$ cat config.mk
export PLATFORM = sky130hd
export DESIGN_NAME = pfq_mgr
export DESIGN_NICKNAME = d
export VERILOG_FILES = /design/src/rtl/pfq_pkg.sv /design/src/rtl/pfq_store.sv /design/src/rtl/pfq_counters.sv /design/src/rtl/pfq_mgr.sv
export SDC_FILE = /design/constraint.sdc
export NUM_CORES = 2
export LEC_CHECK = 0
export BUFFER_PORTS_ARGS = -buffer_cell sky130_fd_sc_hd__buf_2
export CELL_PAD_IN_SITES_DETAIL_PLACEMENT = 1
export CELL_PAD_IN_SITES_GLOBAL_PLACEMENT = 1
export CORE_AREA = 2 2 329 331
export DETAILED_ROUTE_END_ITERATION = 12
export DIE_AREA = 0 0 331 333
export PLACE_DENSITY = 0.84
export SETUP_SLACK_MARGIN = 0.3
export SYNTH_ARGS = -nofsm -noshare
export SYNTH_HDL_FRONTEND = slang
export SYNTH_HIERARCHICAL = 1
export SYNTH_SLANG_ARGS = --single-unit
$ cat constraint.sdc
create_clock -name clk -period 10.25 [get_ports clk]
set_input_delay 1.5375 -clock clk [delete_from_list [all_inputs] [get_ports clk]]
set_output_delay 1.5375 -clock clk [all_outputs]
set_load 0.03 [all_outputs]
$ cat src/rtl/pfq_pkg.sv
package pfq_pkg;

  localparam int NUM_EV = 8;

  typedef enum logic [2:0] {
    EV_IDENT  = 3'd0,
    EV_MSHR   = 3'd1,
    EV_CACHE  = 3'd2,
    EV_QUEUE  = 3'd3,
    EV_EVICT  = 3'd4,
    EV_REMOVE = 3'd5,
    EV_SQUASH = 3'd6,
    EV_ISSUE  = 3'd7
  } pfq_ev_e;

endpackage

$ cat src/rtl/pfq_store.sv
// Ordered entry store: index 0 is the oldest entry. Each cycle the surviving
// entries are compacted toward index 0, then an optional append is made.
module pfq_store #(
  parameter int DEPTH     = 8,
  parameter int BW        = 26,
  parameter int TW        = 32,
  parameter int CNTW      = 4,
  parameter bit SQUASH_EN = 1'b0
) (
  input  logic            clk,
  input  logic            rst_n,
  input  logic            miss_go,
  input  logic [BW-1:0]   miss_blk,
  input  logic [TW-1:0]   miss_time,
  input  logic            pop_head,
  input  logic            ins_go,
  input  logic [BW-1:0]   ins_blk,
  input  logic [TW-1:0]   ins_time,
  output logic [BW-1:0]   head_blk,
  output logic [CNTW-1:0] q_count,
  output logic [CNTW-1:0] nxt_count,
  output logic            dup_hit,
  output logic            rm_hit,
  output logic [CNTW-1:0] sq_num,
  output logic            full_kept
);

  logic [BW-1:0]   v_addr [DEPTH];
  logic [TW-1:0]   v_time [DEPTH];
  logic [CNTW-1:0] cnt_q;

  logic [DEPTH-1:0] live, hit_m, keep1, sq, keep3, match_c;
  logic [BW-1:0]    c_addr [DEPTH];
  logic [TW-1:0]    c_time [DEPTH];
  logic [BW-1:0]    n_addr [DEPTH];
  logic [TW-1:0]    n_time [DEPTH];
  logic [CNTW-1:0]  kept_n, n_cnt;

  function automatic logic at_or_after(input logic [TW-1:0] rdy,
                                       input logic [TW-1:0] stamp);
    return rdy >= stamp;
  endfunction

  genvar g;
  generate
    for (g = 0; g < DEPTH; g++) begin : g_slot
      assign live[g]    = (CNTW'(g) < cnt_q);
      assign hit_m[g]   = miss_go & live[g] & (v_addr[g] == miss_blk);
      assign keep1[g]   = live[g] & ~hit_m[g];
      assign match_c[g] = (v_addr[g] == ins_blk);
    end
  endgenerate

  // tail squash: walk from the youngest kept entry while ready >= miss time
  always_comb begin
    logic run;
    run = 1'b1;
    sq  = '0;
    for (int i = DEPTH - 1; i >= 0; i--) begin
      if (keep1[i]) begin
        if (run && SQUASH_EN && miss_go && at_or_after(v_time[i], miss_time))
          sq[i] = 1'b1;
        else
          run = 1'b0;
      end
    end
  end

  assign keep3 = keep1 & ~sq & ~(DEPTH'(pop_head));

  // compaction of survivors toward index 0
  always_comb begin
    int k;
    k = 0;
    for (int j = 0; j < DEPTH; j++) begin
      c_addr[j] = '0;
      c_time[j] = '0;
    end
    for (int i = 0; i < DEPTH; i++) begin
      if (keep3[i]) begin
        c_addr[k] = v_addr[i];
        c_time[k] = v_time[i];
        k++;
      end
    end
    kept_n = CNTW'(k);
  end

  assign full_kept = (kept_n == CNTW'(DEPTH));

  // append, discarding the oldest survivor when full
  always_comb begin
    n_addr = c_addr;
    n_time = c_time;
    n_cnt  = kept_n;
    if (ins_go) begin
      if (full_kept) begin
        for (int j = 0; j < DEPTH - 1; j++) begin
          n_addr[j] = c_addr[j+1];
          n_time[j] = c_time[j+1];
        end
        n_addr[DEPTH-1] = ins_blk;
        n_time[DEPTH-1] = ins_time;
      end else begin
        for (int j = 0; j < DEPTH; j++) begin
          if (CNTW'(j) == kept_n) begin
            n_addr[j] = ins_blk;
            n_time[j] = ins_time;
          end
        end
        n_cnt = kept_n + 1'b1;
      end
    end
  end

  always_ff @(posedge clk) begin
    if (!rst_n) begin
      cnt_q <= '0;
      for (int j = 0; j < DEPTH; j++) begin
        v_addr[j] <= '0;
        v_time[j] <= '0;
      end
    end else begin
      cnt_q <= n_cnt;
      for (int j = 0; j < DEPTH; j++) begin
        v_addr[j] <= n_addr[j];
        v_time[j] <= n_time[j];
      end
    end
  end

  assign head_blk  = v_addr[0];
  assign q_count   = cnt_q;
  assign nxt_count = n_cnt;
  assign dup_hit   = |(keep3 & match_c);
  assign rm_hit    = |hit_m;
  assign sq_num    = CNTW'($countones(sq));

endmodule

$ cat src/rtl/pfq_counters.sv
module pfq_counters #(
  parameter int NEV = 8,
  parameter int CW  = 32,
  parameter int IW  = 4
) (
  input  logic                    clk,
  input  logic                    rst_n,
  input  logic [NEV-1:0][IW-1:0]  inc,
  output logic [NEV-1:0][CW-1:0]  cnt
);

  genvar g;
  generate
    for (g = 0; g < NEV; g++) begin : g_ev
      always_ff @(posedge clk) begin
        if (!rst_n) cnt[g] <= '0;
        else        cnt[g] <= cnt[g] + CW'(inc[g]);
      end
    end
  endgenerate

endmodule

$ cat src/rtl/pfq_mgr.sv
module pfq_mgr
  import pfq_pkg::*;
#(
  parameter int AW              = 32,
  parameter int TW              = 32,
  parameter int DW              = 16,
  parameter int CW              = 32,
  parameter int DEPTH           = 8,
  parameter int BLK_BYTES       = 64,
  parameter bit CHECK_AT_INSERT = 1'b1,
  parameter bit SQUASH_EN       = 1'b0,
  parameter bit DATA_ONLY       = 1'b0
) (
  input  logic                      clk,
  input  logic                      rst_n,
  input  logic                      miss_valid,
  input  logic [AW-1:0]             miss_addr,
  input  logic [TW-1:0]             miss_time,
  input  logic                      miss_uncache,
  input  logic                      miss_ifetch,
  input  logic                      cand_valid,
  output logic                      cand_ready,
  input  logic [AW-1:0]             cand_addr,
  input  logic [DW-1:0]             cand_delay,
  input  logic                      cand_in_mshr,
  input  logic                      cand_in_cache,
  output logic [AW-1:0]             head_addr,
  input  logic                      head_cached,
  input  logic                      issue_req,
  output logic                      pf_valid,
  output logic                      pf_none,
  output logic [AW-1:0]             pf_addr,
  output logic                      bus_req,
  output logic [TW-1:0]             bus_time,
  output logic [NUM_EV-1:0][CW-1:0] ev_cnt
);

  localparam int OFFB = $clog2(BLK_BYTES);
  localparam int BW   = AW - OFFB;
  localparam int CNTW = $clog2(DEPTH + 1);

  function automatic logic [BW-1:0] blk_of(input logic [AW-1:0] a);
    return a[AW-1:OFFB];
  endfunction

  function automatic logic [AW-1:0] addr_of(input logic [BW-1:0] b);
    return {b, {OFFB{1'b0}}};
  endfunction

  function automatic logic [TW-1:0] ready_of(input logic [TW-1:0] base,
                                             input logic [DW-1:0] dly);
    return base + TW'(dly);
  endfunction

  // named internal events
  logic            miss_go, iss_act, iss_step, iss_done, pop, skip_hd, q_empty;
  logic            cand_go, drop_cache, drop_mshr, drop_dup, ins_go, evict_ev;
  logic            rm_hit, dup_hit, full_kept;
  logic [BW-1:0]   head_blk;
  logic [CNTW-1:0] q_count, nxt_count, sq_num;
  logic [TW-1:0]   base_time, cand_time;

  logic            iss_pend_q, pf_valid_q, pf_none_q, bus_req_q;
  logic [AW-1:0]   pf_addr_q;
  logic [TW-1:0]   bus_time_q, last_time_q;

  logic [NUM_EV-1:0][CNTW-1:0] ev_inc;

  logic unused_low;
  assign unused_low = ^{miss_addr[OFFB-1:0], cand_addr[OFFB-1:0]};

  assign miss_go  = miss_valid & ~miss_uncache & ~(DATA_ONLY & miss_ifetch);
  assign iss_act  = iss_pend_q | issue_req;
  assign iss_step = iss_act & ~miss_go;
  assign q_empty  = (q_count == '0);
  assign skip_hd  = ~CHECK_AT_INSERT & head_cached & ~q_empty;
  assign pop      = iss_step & ~q_empty;
  assign iss_done = iss_step & (q_empty | ~skip_hd);

  assign cand_ready = ~iss_act;
  assign cand_go    = cand_valid & cand_ready;
  assign drop_cache = CHECK_AT_INSERT & cand_in_cache;
  assign drop_mshr  = ~drop_cache & cand_in_mshr;
  assign drop_dup   = ~drop_cache & ~drop_mshr & dup_hit;
  assign ins_go     = cand_go & ~drop_cache & ~drop_mshr & ~dup_hit;
  assign evict_ev   = ins_go & full_kept;

  assign base_time = miss_go ? miss_time : last_time_q;
  assign cand_time = ready_of(base_time, cand_delay);

  pfq_store #(
    .DEPTH(DEPTH), .BW(BW), .TW(TW), .CNTW(CNTW), .SQUASH_EN(SQUASH_EN)
  ) store_i (
    .clk(clk), .rst_n(rst_n),
    .miss_go(miss_go), .miss_blk(blk_of(miss_addr)), .miss_time(miss_time),
    .pop_head(pop),
    .ins_go(ins_go), .ins_blk(blk_of(cand_addr)), .ins_time(cand_time),
    .head_blk(head_blk), .q_count(q_count), .nxt_count(nxt_count),
    .dup_hit(dup_hit), .rm_hit(rm_hit), .sq_num(sq_num), .full_kept(full_kept)
  );

  assign ev_inc[EV_IDENT]  = CNTW'(cand_go);
  assign ev_inc[EV_MSHR]   = CNTW'(cand_go & drop_mshr);
  assign ev_inc[EV_CACHE]  = CNTW'((cand_go & drop_cache) | (pop & skip_hd));
  assign ev_inc[EV_QUEUE]  = CNTW'(cand_go & drop_dup);
  assign ev_inc[EV_EVICT]  = CNTW'(evict_ev);
  assign ev_inc[EV_REMOVE] = CNTW'(rm_hit);
  assign ev_inc[EV_SQUASH] = sq_num;
  assign ev_inc[EV_ISSUE]  = CNTW'(pop & ~skip_hd);

  pfq_counters #(.NEV(NUM_EV), .CW(CW), .IW(CNTW)) cnt_i (
    .clk(clk), .rst_n(rst_n), .inc(ev_inc), .cnt(ev_cnt)
  );

  always_ff @(posedge clk) begin
    if (!rst_n) begin
      iss_pend_q  <= 1'b0;
      pf_valid_q  <= 1'b0;
      pf_none_q   <= 1'b0;
      pf_addr_q   <= '0;
      bus_req_q   <= 1'b0;
      bus_time_q  <= '0;
      last_time_q <= '0;
    end else begin
      iss_pend_q <= iss_act & ~iss_done;
      pf_valid_q <= pop & ~skip_hd;
      pf_none_q  <= iss_step & q_empty;
      if (pop & ~skip_hd) pf_addr_q <= addr_of(head_blk);
      bus_req_q <= (nxt_count != '0);
      if (ins_go)  bus_time_q  <= cand_time;
      if (miss_go) last_time_q <= miss_time;
    end
  end

  assign head_addr = addr_of(head_blk);
  assign pf_valid  = pf_valid_q;
  assign pf_none   = pf_none_q;
  assign pf_addr   = pf_addr_q;
  assign bus_req   = bus_req_q;
  assign bus_time  = bus_time_q;

endmodule

## Yosys cells after proc, flatten, opt, wreduce, memory -nomap -nowiden

Memories as Yosys holds them, arrays and structs flattened.
Cells that the tools add are included.

| cells by class | value |
|---|---|
| reduce and logical (&&, ||, !) cells | 12 |
| add/sub/neg operators | 16 |
| muxes and demuxes | 60 |
| eq/ne operators | 24 |
| magnitude comparators | 22 |
| bitwise operators | 75 |

Operators by type and width:

| operator | count |
|---|---|
| 2-to-1 mux 208 bit | 9 |
| bitwise mux 208 bit | 7 |
| 2-to-1 mux 26 bit | 24 |
| demux 26 bit (select 3 bit) | 7 |
| equality test 26 bit | 16 |
| adder 32 x 1 -> 32 bit | 7 |
| >= comparator 32 x 4 -> 1 bit, second input constant | 7 |
| < comparator 32 x 1 -> 1 bit, second input constant | 7 |
| 2-to-1 mux 32 bit | 7 |
| NOT 32 bit | 6 |
| adder 32 x 2 -> 32 bit, second input constant | 5 |
| bitwise AND 1 bit | 40 |
| adder 32 x 16 -> 32 bit | 1 |
| NOT 1 -> 32 bit | 1 |
| bitwise AND 8 bit | 2 |
| equality test 3 x 4 -> 1 bit, first input constant | 4 |
| < comparator 3 x 4 -> 1 bit, first input constant | 4 |
| NOT 1 bit | 16 |
| OR reduction 8 bit | 2 |
| 2-to-1 mux 4 bit | 3 |
| bitwise OR 1 bit | 9 |
| equality test 2 x 4 -> 1 bit, first input constant | 2 |
| zero test 4 bit | 2 |
| < comparator 1 x 4 -> 1 bit, first input constant | 2 |
| other kinds (10) | 19 |

| storage, ports and cells | value |
|---|---|
| bits in registers | 322 |
| memories | 1 |
| memory bits (writable) | 208 |
| bits of input ports | 122 |
| output and inout bits | 356 |

Memories:

| memory | words | width | rd ports | clocked after memory_dff | write ports | RTL line | source |
|---|---|---|---|---|---|---|---|
| store_i.v_addr | 8 | 26 | 8 | 0 | 8 | pfq_store.sv:28 | `logic [BW-1:0] v_addr [DEPTH];` |

## Longest topological paths before layout

| depth | value |
|---|---|
| depth in word-level cells | 31 |
| mapped depth | 47 |

## By module

Netlist, hierarchy kept.

By module, submodules not included:

| module | times used | area each (um2) | cells an instance |
|---|---|---|---|
| pfq_store | 1 | 25808.5 | 3583 |
| pfq_counters | 1 | 11782.6 | 1332 |
| pfq_mgr | 1 | 4684.5 | 591 |

## Least setup slack after synthesis

No wires, ideal clock.

| timing | value |
|---|---|
| path kind | in2reg |
| from | input port issue_req |
| to | register cnt_i/cnt[158] (netlist bit) |
| data arrival time | 10902 ps |
| path slack | -723 ps |
| library setup time | 70 ps |
| data required time | 10180 ps |
| stages | 42 |
| path through | nor2_1 or3_1 clkbuf_1 clkinv_1 buf_2 a211oi_1 clkbuf_1 buf_1 ha_1 nor4_1 mux2_2 nor2_1 ha_1 o211ai_2 o31a_4 inv_2 ha_1 inv_1 (+6 left out) inv_1 a211o_1 xnor2_1 xor2_2 and4_4 or3_1 a21boi_2 buf_2 nor3_1 and2_1 ha_1 fa_1 a21o_1 a21oi_1 clkbuf_1 nor2_1 a31o_2 a21oi_1 |

RTL lines:

| element | RTL line | source |
|---|---|---|
| start, declared | pfq_mgr.sv:29 | `input logic issue_req,` |
| end signal, assigned by index | pfq_counters.sv:17 | `else cnt[g] <= cnt[g] + CW'(inc[g]);` |
| end, declared | pfq_counters.sv:9 | `output logic [NEV-1:0][CW-1:0] cnt` |

==> results.md <==
- TNS Setup: 0 ns
- RSZ-0062 raised after global routing: false
- Req. time, crit path: 10.77 ns
- DP Area: 0.04587 mm2
- Critical R2R Capture: store_i/v_addr[0][27]
- Tot Pwr: 5614 uW
- Routed Antenna Nets: 0
- Hold Startpoint: bus_time[29]
- Synthesis-to-layout area growth: 14.23%
- Power share of the clock group: 46.8%
- LEAKAGE: 0.01860 uW
- Post-route cell area: 0.04828 mm2
- Initial antenna violation count: 17
- Hold depth: 2
- Vias per inst: 6.839
- DP HPWL: 165.4 mm
- Sw Pwr: 1668 uW
- Worst Hold End: bus_time[29]
- Max frequency: 102.9 MHz
- Critical Path AT: 10.24 ns
- Setup CP Type: in2reg
- Reg2Reg Launch Point: store_i/q_count[0]
- Core box area: 0.1066 mm2
- Final Hold Viols: 0
- Max_slew headroom: 6.951%
- First-pass GRT wire length: 331.4 mm
- Switching Share: 29.71%
- Clock Sinks: 562
- Clk pin slew, worst setup/hold paths: 0.06 ns
- # rows: 120
- Worst hold path class: reg2reg
- Pins Over Slew Limit: 0
- Period minus WS final: 9.719 ns
- CP Launch Type: primary input
- Clk buf depth: 3
- Sequential share of power: 40.3%
- Non-Filler Instances: 7138
- Final setup violation count: 0
- Number of CTS-inserted buffers: 70
- Die X-Extent: 331 um
- Max-cap violations: 0
- Flop-to-flop setup slack: 0.80 ns
- Vias in the first global route: 47740
- Slowest stage cell, crit path: nor3_4
- Via count: 48820
- Ys Warns: 6
- Slew @ Worst Pin: 1.396 ns
- Initial DRC Count: 7163
- Pin count of the biggest net entering global routing: 128
- Final worst path period share: 94.82%
- I/O Pins: 478
- Reg2reg path depth: 37
- CP most frequent cell: ha_1
- Total die area: 0.1102 mm2
- CTS H-tree depth: 3
- Root buf cell: clkbuf_16
- DR WL/cell: 32.58 um
- Postcts setup bufs: 0
- Syn Inst Count: 5504
- Total gr overflow: 0
- Crit path largest cell delay: 0.70 ns
- TritonCTS clock tree: yes
- Routability Congestion: 1.083
- CP endpoint kind: register
- Gr usage total: 40.18%
- Netlist Area Pre-Place: 0.04226 mm2
- I/O Buffers: 451
- Clk Latency, worst-skew pair: 0.69 ns
- Dpl cells: 7003
- Hold slack: 0.4492 ns
- Nets: 5865
- Logic pwr share: 12.9%
- Drt pass-1 iters: 9
- Status: finished clean
- Syn Area/Cell: 7.679 um2
- Layout cells sized above 1: 17.46%
- Clock Skew: 0.05226 ns
- Pwr dens: 116.3 mW/mm2
- Total Wirelength: 232.5 mm
- Die span in y: 333 um
- P_int: 3947 uW
- VDD IR-drop max: 0.0001081 V
- Residual DRC: 0
- Initial core utilization: 39.65%
- Crit path max fanout: 18
==> routing by layer <==
| metal | global-route usage, % | up-vias | routed length, um |
|---|---|---|---|
| met2 | 60.43 | 3721 | 98320 |
| met1 | 49.04 | 23810 | 85930 |
| li1 | - | 20290 | - |
| met5 | 0 | - | 257 |
| met4 | 23.40 | 14 | 16620 |
| met3 | 14.47 | 987 | 31390 |
==> sequential cells by signal (all words and copies together), names as in the netlist <==
register         cells
last_time_q         32
cnt_i/cnt          256
bus_time            32
iss_pend_q           1
pf_none              1
bus_req              1
store_i/q_count      4
pf_addr             26
pf_valid             1
store_i/v_addr     208
==> metrics by stage <==
step / utilization, % / worst slack, ns
after floorplan: - / 0.3400
after global placement: 43.03 / 0.1249
after detailed placement: 43.03 / -0.09888
after CTS: 45.25 / 0.5384
after global routing: 45.28 / 0.3748
final: 45.29 / 0.5309
==> layout make-up <==
class	instances	area (um2)
Clock buffer	94	1962
Multi-Input combinational cell	4194	28060
Antenna cell	12	30.03
Timing Repair Buffer	721	4349
Fill cell	13020	58320
Inverter	123	471.7
Sequential cell	562	11250
Clock inverter	29	404.1
Tap cell	1403	1755
==> placed cells by master, fill, tap and decap left out, types with 115 or more instances in the layout <==
cell type,count
xor2_1,293
buf_2,450
nand2_1,362
nand4_1,179
inv_1,115
nor3_1,183
dfxtp_1,562
a21oi_1,328
o21ai_0,217
a211oi_1,155
nor2_1,495
nand3_1,251
buf_4,266
xnor2_1,371
==> worst max-delay path, delay by kind of cell <==
kind            cells  cell delay [ns]
simple gates        9             3.05
xor+xnor            3             0.61
fa+ha+maj           6             1.62
compound gates      7             1.44
buf+inv             9             1.42
mux                 3             0.52
==> power groups by stage <==
| stage | Sequential, uW | Combinational [uW] | Clock, uW |
|---|---|---|---|
| after floorplan | 2360 | 399 | 0 |
| after global placement | 2310 | 669 | 0 |
| after detailed placement | 2310 | 687 | 0 |
| after CTS | 2260 | 694 | 2640 |
| after global routing | 2270 | 755 | 2710 |
| final | 2260 | 724 | 2630 |
==> worst max-delay path by stage <==
stage / endpoint / slack, ns / start
after floorplan: cnt_i/cnt[158] / 0.34 / miss_uncache
after global placement: cnt_i/cnt[140] / 0.12 / miss_addr[11]
after detailed placement: cnt_i/cnt[140] / -0.1 / miss_addr[11]
after CTS: cnt_i/cnt[140] / 0.54 / miss_addr[11]
after global routing: cnt_i/cnt[156] / 0.37 / miss_addr[11]
final: store_i/v_addr[0][27] / 0.53 / miss_addr[11]
==> repair_timing <==
item                                    CTS  global route
hold buffers                              0             0
gates resized for setup                   0             3
endpoints found under the setup margin    0            21
No activity file was read; power rests on OpenSTA's default activity.
